==> src/rtl/pseq_pkg.sv <==
package pseq_pkg;
  typedef enum logic [2:0] {
    S_IDLE, S_UP_POS, S_UP_DLY, S_ON, S_DN_POS, S_DN_DLY
  } seq_st_e;

  function automatic int unsigned umax(int unsigned a, int unsigned b);
    return (a > b) ? a : b;
  endfunction
endpackage

==> src/rtl/pseq_posmap.sv <==
module pseq_posmap #(
  parameter int N_CH = 3,
  parameter int PW   = 2
) (
  input  logic [N_CH*PW-1:0] code_i,
  input  logic [PW-1:0]      sel_i,
  output logic [N_CH-1:0]    hit_o
);
  for (genvar c = 0; c < N_CH; c++) begin : g_ch
    assign hit_o[c] = (code_i[c*PW +: PW] == sel_i);
  end
endmodule

==> src/rtl/pseq_timer.sv <==
module pseq_timer #(
  parameter int CW = 8
) (
  input  logic          clk_i,
  input  logic          rst_ni,
  input  logic          clr_i,
  input  logic          run_i,
  input  logic          tick_i,
  input  logic [CW-1:0] lim_i,
  output logic          done_o
);
  logic [CW-1:0] cnt_q;

  always_ff @(posedge clk_i or negedge rst_ni) begin
    if (!rst_ni)             cnt_q <= '0;
    else if (clr_i)          cnt_q <= '0;
    else if (run_i && tick_i) cnt_q <= cnt_q + 1'b1;
  end

  // limit is at least 1
  assign done_o = run_i && tick_i && (cnt_q >= lim_i - 1'b1);

  a_r12_hold_without_tick: assert property (@(posedge clk_i) disable iff (!rst_ni)
    (!clr_i && !tick_i) |=> $stable(cnt_q));
endmodule

==> src/rtl/pseq_fsm.sv <==
module pseq_fsm
  import pseq_pkg::*;
#(
  parameter int N_CH  = 3,
  parameter int N_POS = 3,
  parameter int PW    = 2
) (
  input  logic            clk_i,
  input  logic            rst_ni,
  input  logic            start_i,
  input  logic            stop_i,
  input  logic            kill_i,
  input  logic            manual_i,
  input  logic [N_CH-1:0] req_en_i,
  input  logic [N_CH-1:0] pgood_i,
  input  logic [N_CH-1:0] mem_i,
  input  logic            dly_done_i,
  input  logic            trm_done_i,
  output seq_st_e         st_o,
  output logic [PW-1:0]   pos_o,
  output logic [N_CH-1:0] mask_o,
  output logic            trip_o,
  output logic            adv_o
);
  localparam logic [PW-1:0] LAST = PW'(N_POS - 1);

  seq_st_e         st_q, st_n;
  logic [PW-1:0]   pos_q, pos_n;
  logic [N_CH-1:0] mask_q, mask_n, act;
  logic            trip_q, trip_n, adv;

  assign act = mem_i & req_en_i;

  always_comb begin
    st_n   = st_q;
    pos_n  = pos_q;
    mask_n = mask_q;
    trip_n = trip_q;
    adv    = 1'b0;
    if (manual_i || kill_i) begin
      st_n = S_IDLE; pos_n = '0; mask_n = '0;
    end else if (trm_done_i) begin
      st_n = S_IDLE; pos_n = '0; mask_n = '0; trip_n = 1'b1;
    end else if (stop_i && (st_q == S_UP_POS || st_q == S_UP_DLY || st_q == S_ON)) begin
      st_n = S_DN_POS; pos_n = LAST; adv = 1'b1;
    end else begin
      case (st_q)
        S_IDLE: if (start_i) begin
          st_n = S_UP_POS; pos_n = '0; trip_n = 1'b0; adv = 1'b1;
        end
        S_UP_POS: begin
          mask_n = mask_q | act;
          if (act == '0) begin
            adv = 1'b1;
            if (pos_q == LAST) st_n = S_ON;
            else               pos_n = pos_q + 1'b1;
          end else if ((act & ~pgood_i) == '0 && (act & ~mask_q) == '0) begin
            adv  = 1'b1;
            st_n = (pos_q == LAST) ? S_ON : S_UP_DLY;
          end
        end
        S_UP_DLY: if (dly_done_i) begin
          st_n = S_UP_POS; pos_n = pos_q + 1'b1; adv = 1'b1;
        end
        S_DN_POS: begin
          mask_n = mask_q & ~mem_i;
          if (((mask_q | pgood_i) & mem_i) == '0) begin
            adv  = 1'b1;
            st_n = (pos_q == '0) ? S_IDLE : S_DN_DLY;
          end
        end
        S_DN_DLY: if (dly_done_i) begin
          st_n = S_DN_POS; pos_n = pos_q - 1'b1; adv = 1'b1;
        end
        default: ;
      endcase
    end
  end

  always_ff @(posedge clk_i or negedge rst_ni) begin
    if (!rst_ni) begin
      st_q <= S_IDLE; pos_q <= '0; mask_q <= '0; trip_q <= 1'b0;
    end else begin
      st_q <= st_n; pos_q <= pos_n; mask_q <= mask_n; trip_q <= trip_n;
    end
  end

  assign st_o   = st_q;
  assign pos_o  = pos_q;
  assign mask_o = mask_q;
  assign trip_o = trip_q;
  assign adv_o  = adv;

  a_r3_advance_gated: assert property (@(posedge clk_i) disable iff (!rst_ni)
    (st_q == S_UP_POS && $past(st_q) == S_UP_POS && pos_q != $past(pos_q))
      |-> ($past(mem_i & req_en_i & ~pgood_i) == '0));

  a_r8_down_never_enables: assert property (@(posedge clk_i) disable iff (!rst_ni)
    ($past(st_q) == S_DN_POS || $past(st_q) == S_DN_DLY)
      |-> ((mask_q & ~$past(mask_q)) == '0));

  a_r9_kill_clears: assert property (@(posedge clk_i) disable iff (!rst_ni)
    kill_i |=> (mask_q == '0 && st_q == S_IDLE));

  a_r7_trip_sticky: assert property (@(posedge clk_i) disable iff (!rst_ni)
    (trip_q && !start_i) |=> trip_q);

  a_r6_trip_source: assert property (@(posedge clk_i) disable iff (!rst_ni)
    $rose(trip_q) |-> $past(trm_done_i));
endmodule

==> src/rtl/casc_pwr_seq.sv <==
module casc_pwr_seq
  import pseq_pkg::*;
#(
  parameter int unsigned N_CH   = 3,
  parameter int unsigned N_POS  = 3,
  parameter int unsigned DLY_T0 = 2,
  parameter int unsigned DLY_T1 = 13,
  parameter int unsigned DLY_T2 = 25,
  parameter int unsigned DLY_T3 = 50,
  parameter int unsigned TRM_T1 = 50,
  parameter int unsigned TRM_T2 = 100,
  parameter int unsigned TRM_T3 = 200,
  localparam int unsigned PW    = $clog2(N_POS + 1)
) (
  input  logic                 clk_i,
  input  logic                 rst_ni,
  input  logic                 tick_i,
  input  logic [N_CH*PW-1:0]   pos_code_i,
  input  logic [N_CH-1:0]      req_en_i,
  input  logic [N_CH-1:0]      pgood_i,
  input  logic                 start_i,
  input  logic                 stop_i,
  input  logic                 force_i,
  input  logic                 vin_fault_i,
  input  logic [N_CH-1:0]      out_fault_i,
  input  logic                 manual_i,
  input  logic [2*N_POS-1:0]   dly_sel_i,
  input  logic [1:0]           term_sel_i,
  output logic [N_CH-1:0]      drv_en_o,
  output logic [PW-1:0]        pos_o,
  output logic                 busy_o,
  output logic                 trip_o
);
  localparam int unsigned MAXT = umax(umax(umax(DLY_T0, DLY_T1), umax(DLY_T2, DLY_T3)),
                                      umax(umax(TRM_T1, TRM_T2), TRM_T3));
  localparam int unsigned CW   = $clog2(MAXT + 1);

  seq_st_e         st;
  logic [PW-1:0]   pos;
  logic [N_CH-1:0] mem, mask;
  logic            kill, adv, in_pos, in_dly;
  logic            dly_done, trm_done, trm_en;
  logic [1:0]      dsel;
  logic [CW-1:0]   dly_lim, trm_lim;

  assign kill   = force_i | vin_fault_i | (|out_fault_i);
  assign in_pos = (st == S_UP_POS) || (st == S_DN_POS);
  assign in_dly = (st == S_UP_DLY) || (st == S_DN_DLY);
  assign trm_en = (term_sel_i != 2'd0);

  pseq_posmap #(.N_CH(N_CH), .PW(PW)) u_map (
    .code_i (pos_code_i),
    .sel_i  (pos),
    .hit_o  (mem)
  );

  always_comb begin
    dsel = '0;
    for (int p = 0; p < N_POS; p++)
      if (pos == PW'(p)) dsel = dly_sel_i[p*2 +: 2];
  end

  always_comb begin
    case (dsel)
      2'd0:    dly_lim = CW'(DLY_T0);
      2'd1:    dly_lim = CW'(DLY_T1);
      2'd2:    dly_lim = CW'(DLY_T2);
      default: dly_lim = CW'(DLY_T3);
    endcase
    case (term_sel_i)
      2'd1:    trm_lim = CW'(TRM_T1);
      2'd2:    trm_lim = CW'(TRM_T2);
      default: trm_lim = CW'(TRM_T3);
    endcase
  end

  pseq_timer #(.CW(CW)) u_dly (
    .clk_i  (clk_i),
    .rst_ni (rst_ni),
    .clr_i  (!in_dly),
    .run_i  (in_dly),
    .tick_i (tick_i),
    .lim_i  (dly_lim),
    .done_o (dly_done)
  );

  pseq_timer #(.CW(CW)) u_trm (
    .clk_i  (clk_i),
    .rst_ni (rst_ni),
    .clr_i  (!in_pos || adv),
    .run_i  (in_pos && trm_en),
    .tick_i (tick_i),
    .lim_i  (trm_lim),
    .done_o (trm_done)
  );

  pseq_fsm #(.N_CH(N_CH), .N_POS(N_POS), .PW(PW)) u_fsm (
    .clk_i      (clk_i),
    .rst_ni     (rst_ni),
    .start_i    (start_i),
    .stop_i     (stop_i),
    .kill_i     (kill),
    .manual_i   (manual_i),
    .req_en_i   (req_en_i),
    .pgood_i    (pgood_i),
    .mem_i      (mem),
    .dly_done_i (dly_done),
    .trm_done_i (trm_done),
    .st_o       (st),
    .pos_o      (pos),
    .mask_o     (mask),
    .trip_o     (trip_o),
    .adv_o      (adv)
  );

  assign drv_en_o = manual_i ? req_en_i : mask;
  assign pos_o    = pos;
  assign busy_o   = in_pos || in_dly;

  a_r10_manual_ignores_faults: assert property (@(posedge clk_i) disable iff (!rst_ni)
    (manual_i && $past(manual_i) && $stable(req_en_i)) |-> $stable(drv_en_o));

  a_r11_idle_not_busy: assert property (@(posedge clk_i) disable iff (!rst_ni)
    ($past(kill) && !$past(manual_i)) |-> !busy_o);
endmodule

==> config.mk <==
export PLATFORM = sky130hd
export DESIGN_NAME = casc_pwr_seq
export DESIGN_NICKNAME = d
export VERILOG_FILES = /design/src/rtl/pseq_pkg.sv /design/src/rtl/pseq_posmap.sv /design/src/rtl/pseq_timer.sv /design/src/rtl/pseq_fsm.sv /design/src/rtl/casc_pwr_seq.sv
export SDC_FILE = /design/constraint.sdc
export NUM_CORES = 1
export LEC_CHECK = 0
export BUFFER_PORTS_ARGS = -buffer_cell sky130_fd_sc_hd__clkbuf_2
export CAP_MARGIN = 10
export CORE_UTILIZATION = 57
export DETAILED_ROUTE_END_ITERATION = 10
export PLACE_DENSITY_LB_ADDON = 0.15
export REMOVE_ABC_BUFFERS = 1
export SLEW_MARGIN = 20
export SYNTH_ARGS = -nofsm -noshare
export SYNTH_HDL_FRONTEND = slang
export SYNTH_SLANG_ARGS = --single-unit
==> constraint.sdc <==
create_clock -name clk_i -period 4.2 [get_ports clk_i]
set_input_delay 0 -clock clk_i [delete_from_list [all_inputs] [get_ports clk_i]]
set_output_delay 0 -clock clk_i [all_outputs]
set_load 0.02 [all_outputs]
**Yosys cells after proc, flatten, opt, wreduce, memory -nomap -nowiden**

Index checks and enable logic that the tools add are counted.

- Flip-flop bits (word level): 25
- Output and inout port bits: 7
- Word-level logic and storage cells: 136

- Add/sub/neg operators: 6
- Order comparisons: 2
- Eq/ne operators: 25
- Multiplexer cells: 49
- Bitwise operators: 13
- Reductions and logical operators: 35

Operators with widths:

| operator | count |
|---|---|
| 2-to-1 mux 3 bit | 15 |
| 2-to-1 mux 8 bit | 4 |
| 2-to-1 mux 2 bit | 11 |
| inequality test 5 x 3 -> 1 bit (second input constant) | 4 |
| one-hot mux 6 bit (3 select lines) | 1 |
| adder 8 x 1 -> 8 bit (second input constant) | 2 |
| >= comparator 8 bit | 2 |
| one-hot mux 8 bit (2 select lines) | 1 |
| AND 3 bit | 5 |
| logical NOT 3 bit | 5 |
| one-hot mux 3 bit (5 select lines) | 1 |
| 2-to-1 mux 1 bit | 13 |
| inequality test 5 x 2 -> 1 bit (second input constant) | 2 |
| NOT 3 bit | 3 |
| one-hot mux 2 bit (4 select lines) | 1 |
| nonzero test 2 bit | 4 |
| nonzero test 8 bit | 1 |
| subtractor 8 x 1 -> 8 bit (second input constant) | 1 |
| logical AND 1 bit | 7 |
| logical OR 1 bit | 7 |
| AND reduction 7 bit | 1 |
| nonzero test 7 bit | 1 |
| subtractor 6 x 1 -> 7 bit (second input constant) | 1 |
| == test 2 x 1 -> 1 bit (second input constant) | 3 |
| other kinds (25) | 34 |

**Logic depth before layout (Yosys ltp)**

Gate-level depths: netlist of run 1.

- Depth after elaboration: 16
- Depth in mapped cells: 17

**Cells and area by module**

Synthesis of run 1 repeated with hierarchy kept, for this count alone.

- Cells, all modules: 302
- Area, all modules: 2462.4 um2

Modules (own cells, without submodules):

| module | times used | cells an instance | area each (um2) | seq. area each (um2) |
|---|---|---|---|---|
| pseq_timer | 2 | 77 | 675.6 | 200.2 |
| pseq_fsm | 1 | 103 | 765.7 | 225.2 |
| casc_pwr_seq | 1 | 36 | 281.5 | 0.0 |
| pseq_posmap | 1 | 9 | 63.8 | 0.0 |

**Worst setup path after synthesis of run 1**

No wires, ideal clock.

- Path type: register -> register
- From: register u_fsm.pos_q[1], in the netlist u_fsm.pos_o[1]
- To: register u_fsm.pos_q[1], in the netlist u_fsm.pos_o[1]
- Setup time: 0.072 ns
- Arrival time: 3.417 ns
- Required time: 4.128 ns
- Setup slack: 0.712 ns
- Stages on the path, launching flop included: 16
- Path buffers: 1
- Clock period less this slack: 3.488 ns
- Cell sequence: dfrtp_1 buf_2 inv_1 ha_1 nor2_1 a21oi_1 o21ai_0 ha_1 inv_1 ha_1 a2111oi_0 o21ai_0 or2_2 a2111oi_2 mux2_2 nor2_1

- Word-level cells in the longest chain between the ends: 11
- Elaborated cells on any way between the ends: 33
- Classes of those cells: add/sub (3); order compare (1); eq/ne (11); mux (12); bitwise (1); reduce/logical (5)

RTL lines:

| what | line | RTL |
|---|---|---|
| start, declared | pseq_fsm.sv:28 | `logic [PW-1:0] pos_q, pos_n;` |
| start signal, assigned | pseq_fsm.sv:84 | `st_q <= st_n; pos_q <= pos_n; mask_q <= mask_n; trip_q <= trip_n;` |
| logical NOT 2 bit | casc_pwr_seq.sv:60 | `if (pos == PW'(p)) dsel = dly_sel_i[p*2 +: 2];` |
| 2-to-1 mux 2 bit (3 in a row) | casc_pwr_seq.sv:60 |  |
| == test 2 bit (tied with other cells) | casc_pwr_seq.sv:64 | `case (dsel)` |
| one-hot mux 6 bit (3 select lines) | casc_pwr_seq.sv:64 |  |
| subtractor 6 x 1 -> 7 bit | pseq_timer.sv:21 | `assign done_o = run_i && tick_i && (cnt_q >= lim_i - 1'b1);` |
| >= comparator 8 bit | pseq_timer.sv:21 |  |
| logical AND 1 bit | pseq_timer.sv:21 |  |
| inequality test 5 x 3 -> 1 bit (no source line) | n/a |  |
| AND reduction 6 bit (no source line) | n/a |  |

Parallel ways exist; a longest one is shown, timed or not. The select of a mux whose other input is x is not followed.
A chain may end at the register's enable or synchronous reset.

**Final worst setup path of run 1**

Ends and elaborated chain as after synthesis.

==> flow_results.xml, run 1 <==
<?xml version="1.0" encoding="UTF-8"?>
<metrics>
  <group name="run_status">
    <metric name="status" unit="">completed</metric>
  </group>
  <group name="route">
    <metric name="routed_via_density" unit="">5.61</metric>
    <metric name="num_vias" unit="">1841</metric>
    <metric name="routedWlPerCell" unit="um">13.6</metric>
    <metric name="iteration_0_drc_count_of_the_detailed_router" unit="">103</metric>
    <metric name="ant_nets" unit="">0</metric>
    <metric name="detail_route.wirelength" unit="um">4470</metric>
    <metric name="drcViolationCount" unit="">0</metric>
    <metric name="drtPass1Iterations" unit="">4</metric>
  </group>
  <group name="sta">
    <metric name="timing_max_transition_violations_final" unit="">0</metric>
    <metric name="finalCritPeriodShare" unit="%">87.7</metric>
    <metric name="unrepaired_setup_endpoints_after_global_routing" unit="">false</metric>
    <metric name="relSlewSlack" unit="%">57.2</metric>
    <metric name="time_the_worst_path_needs_with_i_o_delays_and_setup" unit="ns">3.68</metric>
    <metric name="totalNegativeSetupSlack" unit="ns">0</metric>
    <metric name="finalClockSkew" unit="ns">0.00451</metric>
    <metric name="timing_worst_slew_pin_value" unit="ns">0.637</metric>
    <metric name="fmax" unit="MHz">271</metric>
    <metric name="final-setup-viol-count" unit="">0</metric>
    <metric name="hold_slack" unit="ns">0.0358</metric>
    <metric name="timing_hold_violations_final" unit="">0</metric>
  </group>
  <group name="layout">
    <metric name="multi_input_area" unit="mm2">0.00147</metric>
    <metric name="fillers" unit="">353</metric>
    <metric name="drive_gt1_share" unit="%">19.6</metric>
    <metric name="synthToLayoutAreaGrowth" unit="%">11.8</metric>
    <metric name="sequential_cell_area" unit="um2">626</metric>
    <metric name="nets" unit="">336</metric>
    <metric name="final_cell_mix" unit="">37 x clkbuf_2, 30 x nor2_1, 25 x dfrtp_1</metric>
    <metric name="layout_commonest_cell" unit="">clkbuf_2</metric>
    <metric name="antenna-diode-count" unit="">0</metric>
  </group>
  <group name="floorplan">
    <metric name="floorplan.die.height" unit="um">64.1</metric>
    <metric name="floorplan.die_area" unit="mm2">0.00411</metric>
    <metric name="die_width" unit="um">64.1</metric>
    <metric name="ioPinCount" unit="">38</metric>
    <metric name="initial_core_util" unit="%">59.6</metric>
    <metric name="coreArea" unit="mm2">0.00369</metric>
    <metric name="placement_rows" unit="">22</metric>
  </group>
  <group name="yosys">
    <metric name="ys_dominant_reg_cell" unit="">dfrtp_1</metric>
    <metric name="yosysTopAreaCell" unit="">dfrtp_1</metric>
    <metric name="yosys_register_bits" unit="">25</metric>
    <metric name="synth_edf_count" unit="">0</metric>
    <metric name="netlist_top_cells_area" unit="">dfrtp_1 28%, ha_1 14%, xnor2_1 5.2%</metric>
    <metric name="synthesis.area_per_instance" unit="um2">8.93</metric>
    <metric name="synth_cells" unit="">246</metric>
    <metric name="synth_sequential_area_ratio" unit="%">28.5</metric>
    <metric name="async_flop_share" unit="%">100</metric>
    <metric name="post_synth_instance_area" unit="mm2">0.00220</metric>
    <metric name="netlist.area_leader.share" unit="%">28.5</metric>
    <metric name="ys.warnings.count" unit="">0</metric>
    <metric name="synth_cell_type_count" unit="">53</metric>
  </group>
  <group name="place">
    <metric name="gp_congestion" unit="">0.881</metric>
    <metric name="io_buffer_count" unit="">37</metric>
    <metric name="half_perimeter_wire_length_of_the_detailed_placement_result" unit="um">3540</metric>
  </group>
  <group name="clocking">
    <metric name="cts_root_buf" unit="">clkbuf_8</metric>
    <metric name="tritoncts" unit="">done</metric>
    <metric name="post_cts_resize_count" unit="">0</metric>
    <metric name="cts_setup_buffers" unit="">0</metric>
    <metric name="clockBufferDepth" unit="">2</metric>
    <metric name="ctsHoldBuffers" unit="">1</metric>
    <metric name="clk-insertion-delay-late" unit="ns">0.27</metric>
    <metric name="cts-buffers-inserted" unit="">3</metric>
    <metric name="cts.sinks" unit="">25</metric>
    <metric name="clk_pin_slew" unit="ns">0.09</metric>
    <metric name="ctsHtreeMaxLevel" unit="">1</metric>
  </group>
  <group name="hold_path">
    <metric name="hold_path_class" unit="">in2reg</metric>
    <metric name="worst_hold_startpoint" unit="">force_i</metric>
  </group>
  <group name="pwr">
    <metric name="cell_internal_pwr" unit="uW">340</metric>
    <metric name="power.static_leakage" unit="uW">0.00114</metric>
    <metric name="comb_power_share" unit="%">15.9</metric>
    <metric name="power_per_cell_area" unit="mW/mm2">187</metric>
    <metric name="largest_vdd_supply_drop" unit="uV">116</metric>
    <metric name="power_frac_clock" unit="%">31.6</metric>
    <metric name="seq_power_share" unit="%">52.5</metric>
    <metric name="swShare" unit="%">25.9</metric>
    <metric name="switching_power_total" unit="uW">119</metric>
  </group>
  <group name="worst_setup_path">
    <metric name="worstPathRequired" unit="ns">4.40</metric>
    <metric name="r2r-start" unit="">u_fsm.pos_o[1]$_DFFE_PN0P_</metric>
    <metric name="start_point_of_the_critical_path" unit="">u_fsm.pos_o[1]$_DFFE_PN0P_</metric>
    <metric name="critPathLaunchType" unit="">flop</metric>
    <metric name="crit_path_end_kind" unit="">flop</metric>
    <metric name="critPathKind" unit="">reg2reg</metric>
    <metric name="critical_path_maximum_fanout" unit="">7</metric>
    <metric name="data_arrival_time_of_the_worst_path" unit="ns">3.89</metric>
  </group>
  <group name="global_routing">
    <metric name="first_global_vias" unit="">1778</metric>
    <metric name="grt_max_degree" unit="">26</metric>
    <metric name="grt-ovfl-total" unit="">0</metric>
    <metric name="grt_first_pass_wirelength" unit="um">8000</metric>
    <metric name="grt_usage" unit="%">24.9</metric>
    <metric name="number_of_antenna_violations_at_the_first_check_in_global_routing" unit="">0</metric>
  </group>
  <group name="job">
    <metric name="max-cap-violations" unit="">0</metric>
  </group>
</metrics>
==> cells by family after synthesis <==
kind of cell	Yosys count	share of synthesized area (%)
other cells	1	0.171
buf+inv	25	4.78
mux	9	4.38
fa+ha+maj	24	13.7
compound gates	49	17.1
xor+xnor	23	9.51
simple gates	90	21.9
flops	25	28.5
==> final timing paths <==
path	endpoint	slack, ns	depth (start not counted)
max	u_fsm.pos_o[1]$_DFFE_PN0P_	0.52	14
min reg2reg	u_fsm.trip_o$_DFFE_PN0P_	0.50	1
min in group asynchronous	u_dly.cnt_q[6]$_DFFE_PN0P_	0.26	2
min	u_fsm.trip_o$_DFFE_PN0P_	0.04	4
max in group asynchronous	u_trm.cnt_q[1]$_DFFE_PN0P_	3.53	2
max reg2reg	u_fsm.pos_o[1]$_DFFE_PN0P_	0.52	14
==> critical path, cell delays in order (launching register included) <==
cell and delay (ns):
dfrtp_1 0.52, inv_1 0.13, ha_1 0.24, nor2_1 0.11
a21oi_1 0.04, o21ai_0 0.37, ha_1 0.22, inv_1 0.04
ha_1 0.29, a2111oi_0 0.34, o21ai_0 0.18, or2_2 0.33
a2111oi_2 0.35, mux2_2 0.37, nor2_1 0.08
==> registers in the layout, indices dropped and copies added (netlist names) <==
signal	count
u_dly.cnt_q	8
u_fsm.trip_o	1
u_trm.cnt_q	8
u_fsm.pos_o	2
u_fsm.st_o	3
u_fsm.mask_o	3
==> synthesized netlist by cell type (all sizes together), types with 2 or more instances <==
cell type and number:
nor3 7, buf 7, o2bb2ai 2, a21o 2, inv 17, xnor2 14, nor4 2, nand2b 3
a21oi 14, xor2 9, o31ai 4, nand3b 2, a311oi 3, a2111oi 2, nand3 7, and3 5
o211a 2, nor2 30, nor4b 2, or3 2, o21ai 7, nand4 8, o211ai 2, mux2i 4
dfrtp 25, nand2 16, ha 24, mux2 5, and2 2
==> cell type report <==
class | instances | area share (%)
Tap cell | 48 | 2.45
Multi-Input combinational cell | 196 | 59.7
Clock buffer | 4 | 1.83
Inverter | 17 | 2.60
Timing Repair Buffer | 38 | 7.95
Sequential cell | 25 | 25.5
==> power by group through the flow <==
stage                     Sequential, uW  Combinational, uW  Clock [uW]
final                                241               73.0         145
after global routing                 241               83.0         157
after CTS                            241               73.8         147
after detailed placement             246               73.1           0
after global placement               246               72.1           0
after floorplan                      246               40.6           0
==> stage by stage <==
stage | total power, uW | utilization (%) | instances | setup slack, ns | instance area [um2]
after detailed placement | 319 | 65.1 | 323 | 0.490 | 2400
after global routing | 481 | 66.6 | 328 | 0.0888 | 2460
after CTS | 462 | 66.6 | 328 | 0.477 | 2460
after floorplan | 286 | - | 238 | 0.738 | 2160
final | 459 | 66.6 | 328 | 0.516 | 2460
after global placement | 318 | 65.1 | 323 | 0.619 | 2400
==> metal layers <==
| metal | up-vias | global-route usage (%) | wire length, um |
|---|---|---|---|
| met5 | - | 0 | 0 |
| met4 | 0 | 7.67 | 38 |
| met3 | 4 | 2.68 | 167 |
| met2 | 38 | 41.5 | 2030 |
| met1 | 852 | 33.7 | 2240 |
| li1 | 947 | - | - |
Note: power is estimated with default switching activity, not from simulation.
==> run 2, diff against run 1 <==
Settings changed: ABC_AREA from default to 1.
==> run 2 against run 1 <==
Global-route usage increased by 1.4 points. Count of clock-buffer cells in the layout unchanged. Combinational power increased by 6.4%. Clock skew increased by 0.0019 ns. Sequential cell count unchanged.
==> flow_results.xml, run 2 <==
<?xml version="1.0" encoding="UTF-8"?>
<metrics>
  <group name="yosys">
    <metric name="async_flop_share" unit="%">100</metric>
    <metric name="synth_common_cells" unit="">95 x nand2_1, 51 x inv_1, 31 x nor2_1</metric>
    <metric name="netlist.area_leader.share" unit="%">27.9</metric>
    <metric name="synth_sequential_area_ratio" unit="%">27.9</metric>
    <metric name="post-synth-top-count-cell" unit="">nand2_1</metric>
    <metric name="synth_cells" unit="">331</metric>
    <metric name="synth_cell_type_count" unit="">28</metric>
    <metric name="ys_dominant_reg_cell" unit="">dfrtp_1</metric>
    <metric name="yosysTopAreaCell" unit="">dfrtp_1</metric>
    <metric name="synthesis.area_per_instance" unit="um2">6.77</metric>
    <metric name="post_synth_instance_area" unit="mm2">0.00224</metric>
    <metric name="netlist_top_cells_area" unit="">dfrtp_1 28%, nand2_1 16%, ha_1 13%</metric>
    <metric name="yosys_register_bits" unit="">25</metric>
    <metric name="synth_edf_count" unit="">0</metric>
    <metric name="ys.warnings.count" unit="">0</metric>
  </group>
  <group name="clocking">
    <metric name="tritoncts" unit="">done</metric>
    <metric name="ctsHoldBuffers" unit="">1</metric>
    <metric name="clockBufferDepth" unit="">2</metric>
    <metric name="post_cts_resize_count" unit="">0</metric>
    <metric name="ctsHtreeMaxLevel" unit="">1</metric>
    <metric name="cts_root_buf" unit="">clkbuf_8</metric>
    <metric name="cts_setup_buffers" unit="">0</metric>
    <metric name="cts.sinks" unit="">25</metric>
    <metric name="cts-buffers-inserted" unit="">3</metric>
    <metric name="clk_pin_slew" unit="ns">0.09</metric>
    <metric name="clk-insertion-delay-late" unit="ns">0.27</metric>
  </group>
  <group name="pwr">
    <metric name="power_frac_clock" unit="%">31.2</metric>
    <metric name="switching_power_total" unit="uW">124</metric>
    <metric name="cell_internal_pwr" unit="uW">339</metric>
    <metric name="power.static_leakage" unit="uW">0.00142</metric>
    <metric name="power_per_cell_area" unit="mW/mm2">182</metric>
    <metric name="largest_vdd_supply_drop" unit="uV">218</metric>
    <metric name="comb_power_share" unit="%">16.8</metric>
    <metric name="seq_power_share" unit="%">52.0</metric>
    <metric name="swShare" unit="%">26.7</metric>
  </group>
  <group name="layout">
    <metric name="fillers" unit="">330</metric>
    <metric name="antenna-diode-count" unit="">0</metric>
    <metric name="top_regs" unit="">u_dly.cnt_q (8), u_trm.cnt_q (8)</metric>
    <metric name="final_area" unit="mm2">0.00254</metric>
    <metric name="drive_gt1_share" unit="%">14.5</metric>
    <metric name="final_cell_mix" unit="">95 x nand2_1, 51 x inv_1, 37 x clkbuf_2</metric>
    <metric name="synthToLayoutAreaGrowth" unit="%">13.4</metric>
    <metric name="nets" unit="">429</metric>
    <metric name="layout_commonest_cell" unit="">nand2_1</metric>
  </group>
  <group name="global_routing">
    <metric name="number_of_antenna_violations_at_the_first_check_in_global_routing" unit="">0</metric>
    <metric name="grt_max_degree" unit="">26</metric>
    <metric name="grt_usage" unit="%">26.3</metric>
    <metric name="grt_first_pass_wirelength" unit="um">8590</metric>
    <metric name="use_met3" unit="%">3.17</metric>
    <metric name="first_global_vias" unit="">2015</metric>
    <metric name="met1_usage" unit="%">36.7</metric>
    <metric name="grt-ovfl-total" unit="">0</metric>
    <metric name="busiest_layer" unit="">met2</metric>
    <metric name="global_route.usage.met2" unit="%">43.9</metric>
  </group>
  <group name="route">
    <metric name="routed_via_density" unit="">5.25</metric>
    <metric name="drtPass1Iterations" unit="">4</metric>
    <metric name="drcViolationCount" unit="">0</metric>
    <metric name="routedWlPerCell" unit="um">11.8</metric>
    <metric name="detail_route.wirelength" unit="um">4960</metric>
    <metric name="num_vias" unit="">2212</metric>
    <metric name="iteration_0_drc_count_of_the_detailed_router" unit="">158</metric>
    <metric name="ant_nets" unit="">0</metric>
  </group>
  <group name="worst_setup_path">
    <metric name="critPathKind" unit="">reg2reg</metric>
    <metric name="crit_end" unit="">u_trm.cnt_q[3]$_DFFE_PN0P_</metric>
    <metric name="reg2reg_setup_slack" unit="ns">1.07</metric>
    <metric name="worstPathRequired" unit="ns">4.39</metric>
    <metric name="reg2reg_to" unit="">u_trm.cnt_q[3]$_DFFE_PN0P_</metric>
    <metric name="reg2reg_depth" unit="">18</metric>
    <metric name="critical_path_maximum_fanout" unit="">8</metric>
    <metric name="data_arrival_time_of_the_worst_path" unit="ns">3.32</metric>
    <metric name="crit_path_end_kind" unit="">flop</metric>
    <metric name="start_point_of_the_critical_path" unit="">u_fsm.pos_o[0]$_DFFE_PN0P_</metric>
    <metric name="critPathLaunchType" unit="">flop</metric>
    <metric name="r2r-start" unit="">u_fsm.pos_o[0]$_DFFE_PN0P_</metric>
  </group>
  <group name="place">
    <metric name="half_perimeter_wire_length_of_the_detailed_placement_result" unit="um">4050</metric>
    <metric name="postPlaceCellArea" unit="mm2">0.00249</metric>
    <metric name="io_buffer_count" unit="">37</metric>
    <metric name="gp_congestion" unit="">0.942</metric>
  </group>
  <group name="sta">
    <metric name="final-setup-viol-count" unit="">0</metric>
    <metric name="timing_hold_violations_final" unit="">0</metric>
    <metric name="totalNegativeSetupSlack" unit="ns">0</metric>
    <metric name="finalCritPeriodShare" unit="%">74.5</metric>
    <metric name="finalClockSkew" unit="ns">0.00637</metric>
    <metric name="unrepaired_setup_endpoints_after_global_routing" unit="">false</metric>
    <metric name="timing_worst_slew_pin_value" unit="ns">0.889</metric>
    <metric name="relSlewSlack" unit="%">40.3</metric>
    <metric name="time_the_worst_path_needs_with_i_o_delays_and_setup" unit="ns">3.13</metric>
    <metric name="fmax" unit="MHz">319</metric>
    <metric name="timing_max_transition_violations_final" unit="">0</metric>
  </group>
  <group name="floorplan">
    <metric name="floorplan.die.height" unit="um">64.7</metric>
    <metric name="ioPinCount" unit="">38</metric>
    <metric name="coreArea" unit="mm2">0.00372</metric>
    <metric name="placement_rows" unit="">22</metric>
    <metric name="die_width" unit="um">64.7</metric>
    <metric name="floorplan.die_area" unit="mm2">0.00419</metric>
    <metric name="initial_core_util" unit="%">60.3</metric>
  </group>
  <group name="job">
    <metric name="max-cap-violations" unit="">0</metric>
  </group>
  <group name="hold_path">
    <metric name="hold_path_class" unit="">in2reg</metric>
  </group>
  <group name="run_status">
    <metric name="status" unit="">completed</metric>
  </group>
</metrics>
==> run 2: changes by cell type after synthesis, moves of 5 or more <==
cell / change
inv_1: +34
nand3_1: +13
mux2_2: -5
xnor2_1: -11
a21oi_1: +7
buf_2: -6
o21ai_0: +10
and3_1: -5
nand2_1: +79
==> run 2: how the worst min path moves through the flow <==
stage / startpoint / endpoint / slack [ns] / depth (start not counted)
floorplan: rst_ni / u_dly.cnt_q[0]$_DFFE_PN0P_ / -0.30 / 0
global placement: rst_ni / u_fsm.pos_o[0]$_DFFE_PN0P_ / 0.06 / 1
detailed placement: rst_ni / u_fsm.pos_o[1]$_DFFE_PN0P_ / 0.05 / 1
CTS: tick_i / u_dly.cnt_q[2]$_DFFE_PN0P_ / 0.03 / 3
global route: tick_i / u_dly.cnt_q[2]$_DFFE_PN0P_ / 0.08 / 3
finish: tick_i / u_dly.cnt_q[2]$_DFFE_PN0P_ / 0.03 / 3
==> run 2: kinds of logic (layout without fill, tap and decap cells) <==
kind of cell               Yosys count  after routing  synth area share, %
and+or+nand+nor                    175            175                 35.8
buffers and inverters               53             95                 8.88
AOI/OAI and AO/OA                   44             44                 10.3
DFF                                 25             25                 27.9
adders and majority gates           24             24                 13.4
xor gates and xnor gates             8              8                 3.13
other                                1              1                0.167
muxes                                1              1                0.447
==> run 2: through the flow <==
| step | total power, uW | hold WS [ns] | setup WS, ns | cells | utilization [%] |
|---|---|---|---|---|---|
| 2_1_floorplan | 290 | -0.296 | 1.42 | 331 | - |
| 3_3_place_gp | 320 | 0.0594 | 1.31 | 416 | 66.9 |
| 3_5_place_dp | 323 | 0.0530 | 1.12 | 416 | 66.9 |
| 4_1_cts | 465 | 0.0329 | 1.09 | 421 | 68.4 |
| 5_1_grt | 485 | 0.0830 | 0.680 | 421 | 68.4 |
| 6_report | 463 | 0.0348 | 1.07 | 421 | 68.4 |
==> run 2: metal layers <==
metal / part of all wire (%) / vias up
met3: 5.6 / 4
met2: 48 / 63
li1: - / 1154
met1: 46 / 991
met5: 0 / -
met4: 0.83 / 0
==> run 2: final cells by class <==
type | count | area, um2 | area share, %
inverters | 53 | 199 | 7.83
multi-input cells | 253 | 1420 | 55.7
repair buffers | 38 | 195 | 7.68
flip-flops and latches | 25 | 626 | 24.6
well taps | 48 | 60.1 | 2.36
clock buffers | 4 | 45.0 | 1.77
==> run 2: worst max-delay path, stage by stage, from the launching register on <==
cell	delay, ns
dfrtp_1	0.45
inv_1	0.15
ha_1	0.22
inv_1	0.17
nand2_1	0.08
o22ai_1	0.20
inv_1	0.12
ha_1	0.28
inv_1	0.05
ha_1	0.28
nand2_1	0.09
inv_1	0.04
nand2_1	0.04
nand2_1	0.04
nand2_1	0.05
nand3_1	0.06
nand2_1	0.12
nand4_1	0.35
a21oi_1	0.26
==> run 2: power by group through the flow <==
stage	Combinational, uW	Sequential [uW]	Clock [uW]
after floorplan	44.3	246	0
after global placement	74.5	246	0
after detailed placement	77.0	246	0
after CTS	77.9	241	147
after global routing	90.2	241	154
final	77.7	241	145
==> run 3, diff against run 2 <==
Settings changed: CORE_UTILIZATION 57 to 51.
Clock period 4.2 ns to 2.7 ns, I/O delays scaled along.
==> run 3 against run 2 <==
Sequential cell count stayed put. Hold slack better by 0.0013 ns. Non-clock buffer count up 15. Sequential share of layout area shrank 2.0 points. Clock skew barely moved.
==> flow_results.xml, run 3 (synthesis gave the netlist of run 2 again) <==
<?xml version="1.0" encoding="UTF-8"?>
<metrics>
  <group name="run_status">
    <metric name="status" unit="">completed</metric>
  </group>
  <group name="pwr">
    <metric name="power_frac_clock" unit="%">30.8</metric>
    <metric name="largest_vdd_supply_drop" unit="uV">291</metric>
    <metric name="power_per_cell_area" unit="mW/mm2">265</metric>
    <metric name="swShare" unit="%">27.3</metric>
    <metric name="switching_power_total" unit="uW">200</metric>
    <metric name="power.static_leakage" unit="uW">0.00151</metric>
    <metric name="comb_power_share" unit="%">18.0</metric>
    <metric name="seq_power_share" unit="%">51.2</metric>
    <metric name="cell_internal_pwr" unit="uW">532</metric>
  </group>
  <group name="worst_setup_path">
    <metric name="start_point_of_the_critical_path" unit="">u_fsm.pos_o[0]$_DFFE_PN0P_</metric>
    <metric name="critical_path_maximum_fanout" unit="">5</metric>
    <metric name="reg2reg_depth" unit="">20</metric>
    <metric name="data_arrival_time_of_the_worst_path" unit="ns">2.76</metric>
    <metric name="critPathKind" unit="">reg2reg</metric>
    <metric name="r2r-start" unit="">u_fsm.pos_o[0]$_DFFE_PN0P_</metric>
    <metric name="reg2reg_to" unit="">u_fsm.st_o[0]$_DFFE_PN0P_</metric>
    <metric name="reg2reg_setup_slack" unit="ns">0.1</metric>
    <metric name="worstPathRequired" unit="ns">2.86</metric>
    <metric name="crit_path_end_kind" unit="">flop</metric>
    <metric name="critPathLaunchType" unit="">flop</metric>
  </group>
  <group name="layout">
    <metric name="drive_gt1_share" unit="%">24.0</metric>
    <metric name="fin_util" unit="%">67.1</metric>
    <metric name="antenna-diode-count" unit="">0</metric>
    <metric name="synthToLayoutAreaGrowth" unit="%">23.2</metric>
    <metric name="layoutNonFillerInstCount" unit="">438</metric>
    <metric name="nets" unit="">444</metric>
    <metric name="top_regs" unit="">u_dly.cnt_q (8), u_trm.cnt_q (8)</metric>
    <metric name="final_cell_mix" unit="">89 x nand2_1, 45 x inv_1, 37 x clkbuf_2</metric>
    <metric name="layout_commonest_cell" unit="">nand2_1</metric>
  </group>
  <group name="route">
    <metric name="ant_nets" unit="">0</metric>
    <metric name="routed_via_density" unit="">5.15</metric>
    <metric name="drtPass1Iterations" unit="">4</metric>
    <metric name="detail_route.wirelength" unit="um">5270</metric>
    <metric name="iteration_0_drc_count_of_the_detailed_router" unit="">101</metric>
    <metric name="num_vias" unit="">2257</metric>
    <metric name="drcViolationCount" unit="">0</metric>
    <metric name="routedWlPerCell" unit="um">12.0</metric>
  </group>
  <group name="floorplan">
    <metric name="floorplan.die.height" unit="um">68.3</metric>
    <metric name="die_width" unit="um">68.3</metric>
    <metric name="placement_rows" unit="">23</metric>
    <metric name="initial_core_util" unit="%">54.5</metric>
    <metric name="ioPinCount" unit="">38</metric>
    <metric name="coreArea" unit="mm2">0.00412</metric>
    <metric name="floorplan.die_area" unit="mm2">0.00466</metric>
  </group>
  <group name="clocking">
    <metric name="cts-buffers-inserted" unit="">3</metric>
    <metric name="clk_pin_slew" unit="ns">0.09</metric>
    <metric name="cts_root_buf" unit="">clkbuf_8</metric>
    <metric name="tritoncts" unit="">done</metric>
    <metric name="clk-insertion-delay-late" unit="ns">0.27</metric>
    <metric name="ctsHtreeMaxLevel" unit="">1</metric>
    <metric name="clockBufferDepth" unit="">2</metric>
    <metric name="cts.sinks" unit="">25</metric>
  </group>
  <group name="sta">
    <metric name="hold_slack" unit="ns">0.0361</metric>
    <metric name="finalClockSkew" unit="ns">0.00664</metric>
    <metric name="final-setup-viol-count" unit="">0</metric>
    <metric name="timing_worst_slew_pin_value" unit="ns">0.650</metric>
    <metric name="time_the_worst_path_needs_with_i_o_delays_and_setup" unit="ns">2.60</metric>
    <metric name="timing_hold_violations_final" unit="">0</metric>
    <metric name="totalNegativeSetupSlack" unit="ns">0</metric>
    <metric name="fmax" unit="MHz">384</metric>
    <metric name="unrepaired_setup_endpoints_after_global_routing" unit="">true</metric>
    <metric name="post-route-worst-setup-slack" unit="ns">0.0977</metric>
    <metric name="timing_max_transition_violations_final" unit="">0</metric>
    <metric name="finalCritPeriodShare" unit="%">96.4</metric>
    <metric name="relSlewSlack" unit="%">56.7</metric>
  </group>
  <group name="global_routing">
    <metric name="grt-ovfl-total" unit="">0</metric>
    <metric name="grt_max_degree" unit="">26</metric>
    <metric name="number_of_antenna_violations_at_the_first_check_in_global_routing" unit="">0</metric>
    <metric name="grt_usage" unit="%">23.8</metric>
    <metric name="grt_first_pass_wirelength" unit="um">8350</metric>
    <metric name="first_global_vias" unit="">2017</metric>
  </group>
  <group name="place">
    <metric name="dp_cells" unit="">425</metric>
    <metric name="gp_congestion" unit="">0.935</metric>
    <metric name="io_buffer_count" unit="">37</metric>
    <metric name="pre_cts_ws" unit="ns">-0.0488</metric>
    <metric name="half_perimeter_wire_length_of_the_detailed_placement_result" unit="um">3940</metric>
  </group>
  <group name="job">
    <metric name="max-cap-violations" unit="">0</metric>
  </group>
  <group name="hold_path">
    <metric name="hold_path_class" unit="">in2reg</metric>
    <metric name="timing.hold.worst_endpoint" unit="">u_dly.cnt_q[2]$_DFFE_PN0P_</metric>
    <metric name="worst_hold_startpoint" unit="">tick_i</metric>
    <metric name="worstHoldPathCells" unit="">3</metric>
  </group>
</metrics>
## run 3: cell count changes in the layout (fill, tap and decap cells not counted), sizes merged
| cell | previous run | this run |
|---|---|---|
| buf | 0 | 15 |
| clkbuf | 41 | 40 |
| clkinv | 0 | 1 |
## run 3: worst max-delay path by stage
stage                                            to  cells past startpoint  slack [ns]
after floorplan           u_fsm.st_o[1]$_DFFE_PN0P_                     22       -0.08
after global placement    u_fsm.st_o[2]$_DFFE_PN0P_                     22        0.09
after detailed placement  u_fsm.st_o[1]$_DFFE_PN0P_                     20       -0.05
after CTS                 u_fsm.st_o[1]$_DFFE_PN0P_                     20        0.03
after global routing      u_fsm.st_o[1]$_DFFE_PN0P_                     22       -0.08
final                     u_fsm.st_o[0]$_DFFE_PN0P_                     20         0.1
## run 3: area by class of cell
type,instances,area (um2)
sequential,25,626
timing repair buffer,53,312
inverter,53,201
clock buffer,3,41.3
multi-input combinational,253,1510
clock inverter,1,5.00
tap,50,62.6
fill,371,1360
## run 3: per-layer routing
metal | wire (um) | share of wire, % | global-route usage, % | up-vias
met1 | 2450 | 47 | 30.0 | 1030
met3 | 184 | 3.5 | 3.67 | 2
met2 | 2610 | 49 | 42.9 | 45
met4 | 25 | 0.47 | 4.17 | 0
li1 | - | - | - | 1180
met5 | 0 | 0 | 0 | -
## run 3: power groups by stage
stage	clock (uW)	sequential (uW)	combinational (uW)
global route	249	375	153
finish	225	375	132
detailed placement	0	382	119
global placement	0	382	117
floorplan	0	382	69.0
CTS	232	375	123
## run 3: repair_timing
item / CTS / global route
endpoints found under the setup margin: 7 / 13
resized for setup: 3 / 25
hold buffers: 1 / 0
endpoints found under the hold margin: 25 / 0
pin swaps: 0 / 2
buffers inserted: 1 / 7
## run 3: critical path, cell delays in order (launching register included)
cell and delay [ns]:
dfrtp_1 0.41, inv_2 0.08, ha_2 0.20, inv_4 0.08, nand2_1 0.08, o22ai_2 0.14
inv_2 0.09, ha_4 0.27, inv_2 0.04, ha_4 0.25, nand2_1 0.06, nor2_1 0.11
nand2_1 0.08, nand3_2 0.08, nand2_2 0.07, nand2_2 0.07, nand2_2 0.06, nand2_2 0.08
nand3_2 0.11, nand2_1 0.08, nand2_1 0.05
## run 3: through the flow
step                      total power [uW]  cell area, um2
after global routing                   777            2760
final                                  732            2760
after floorplan                        451            2240
after CTS                              729            2620
after detailed placement               501            2540
after global placement                 499            2540
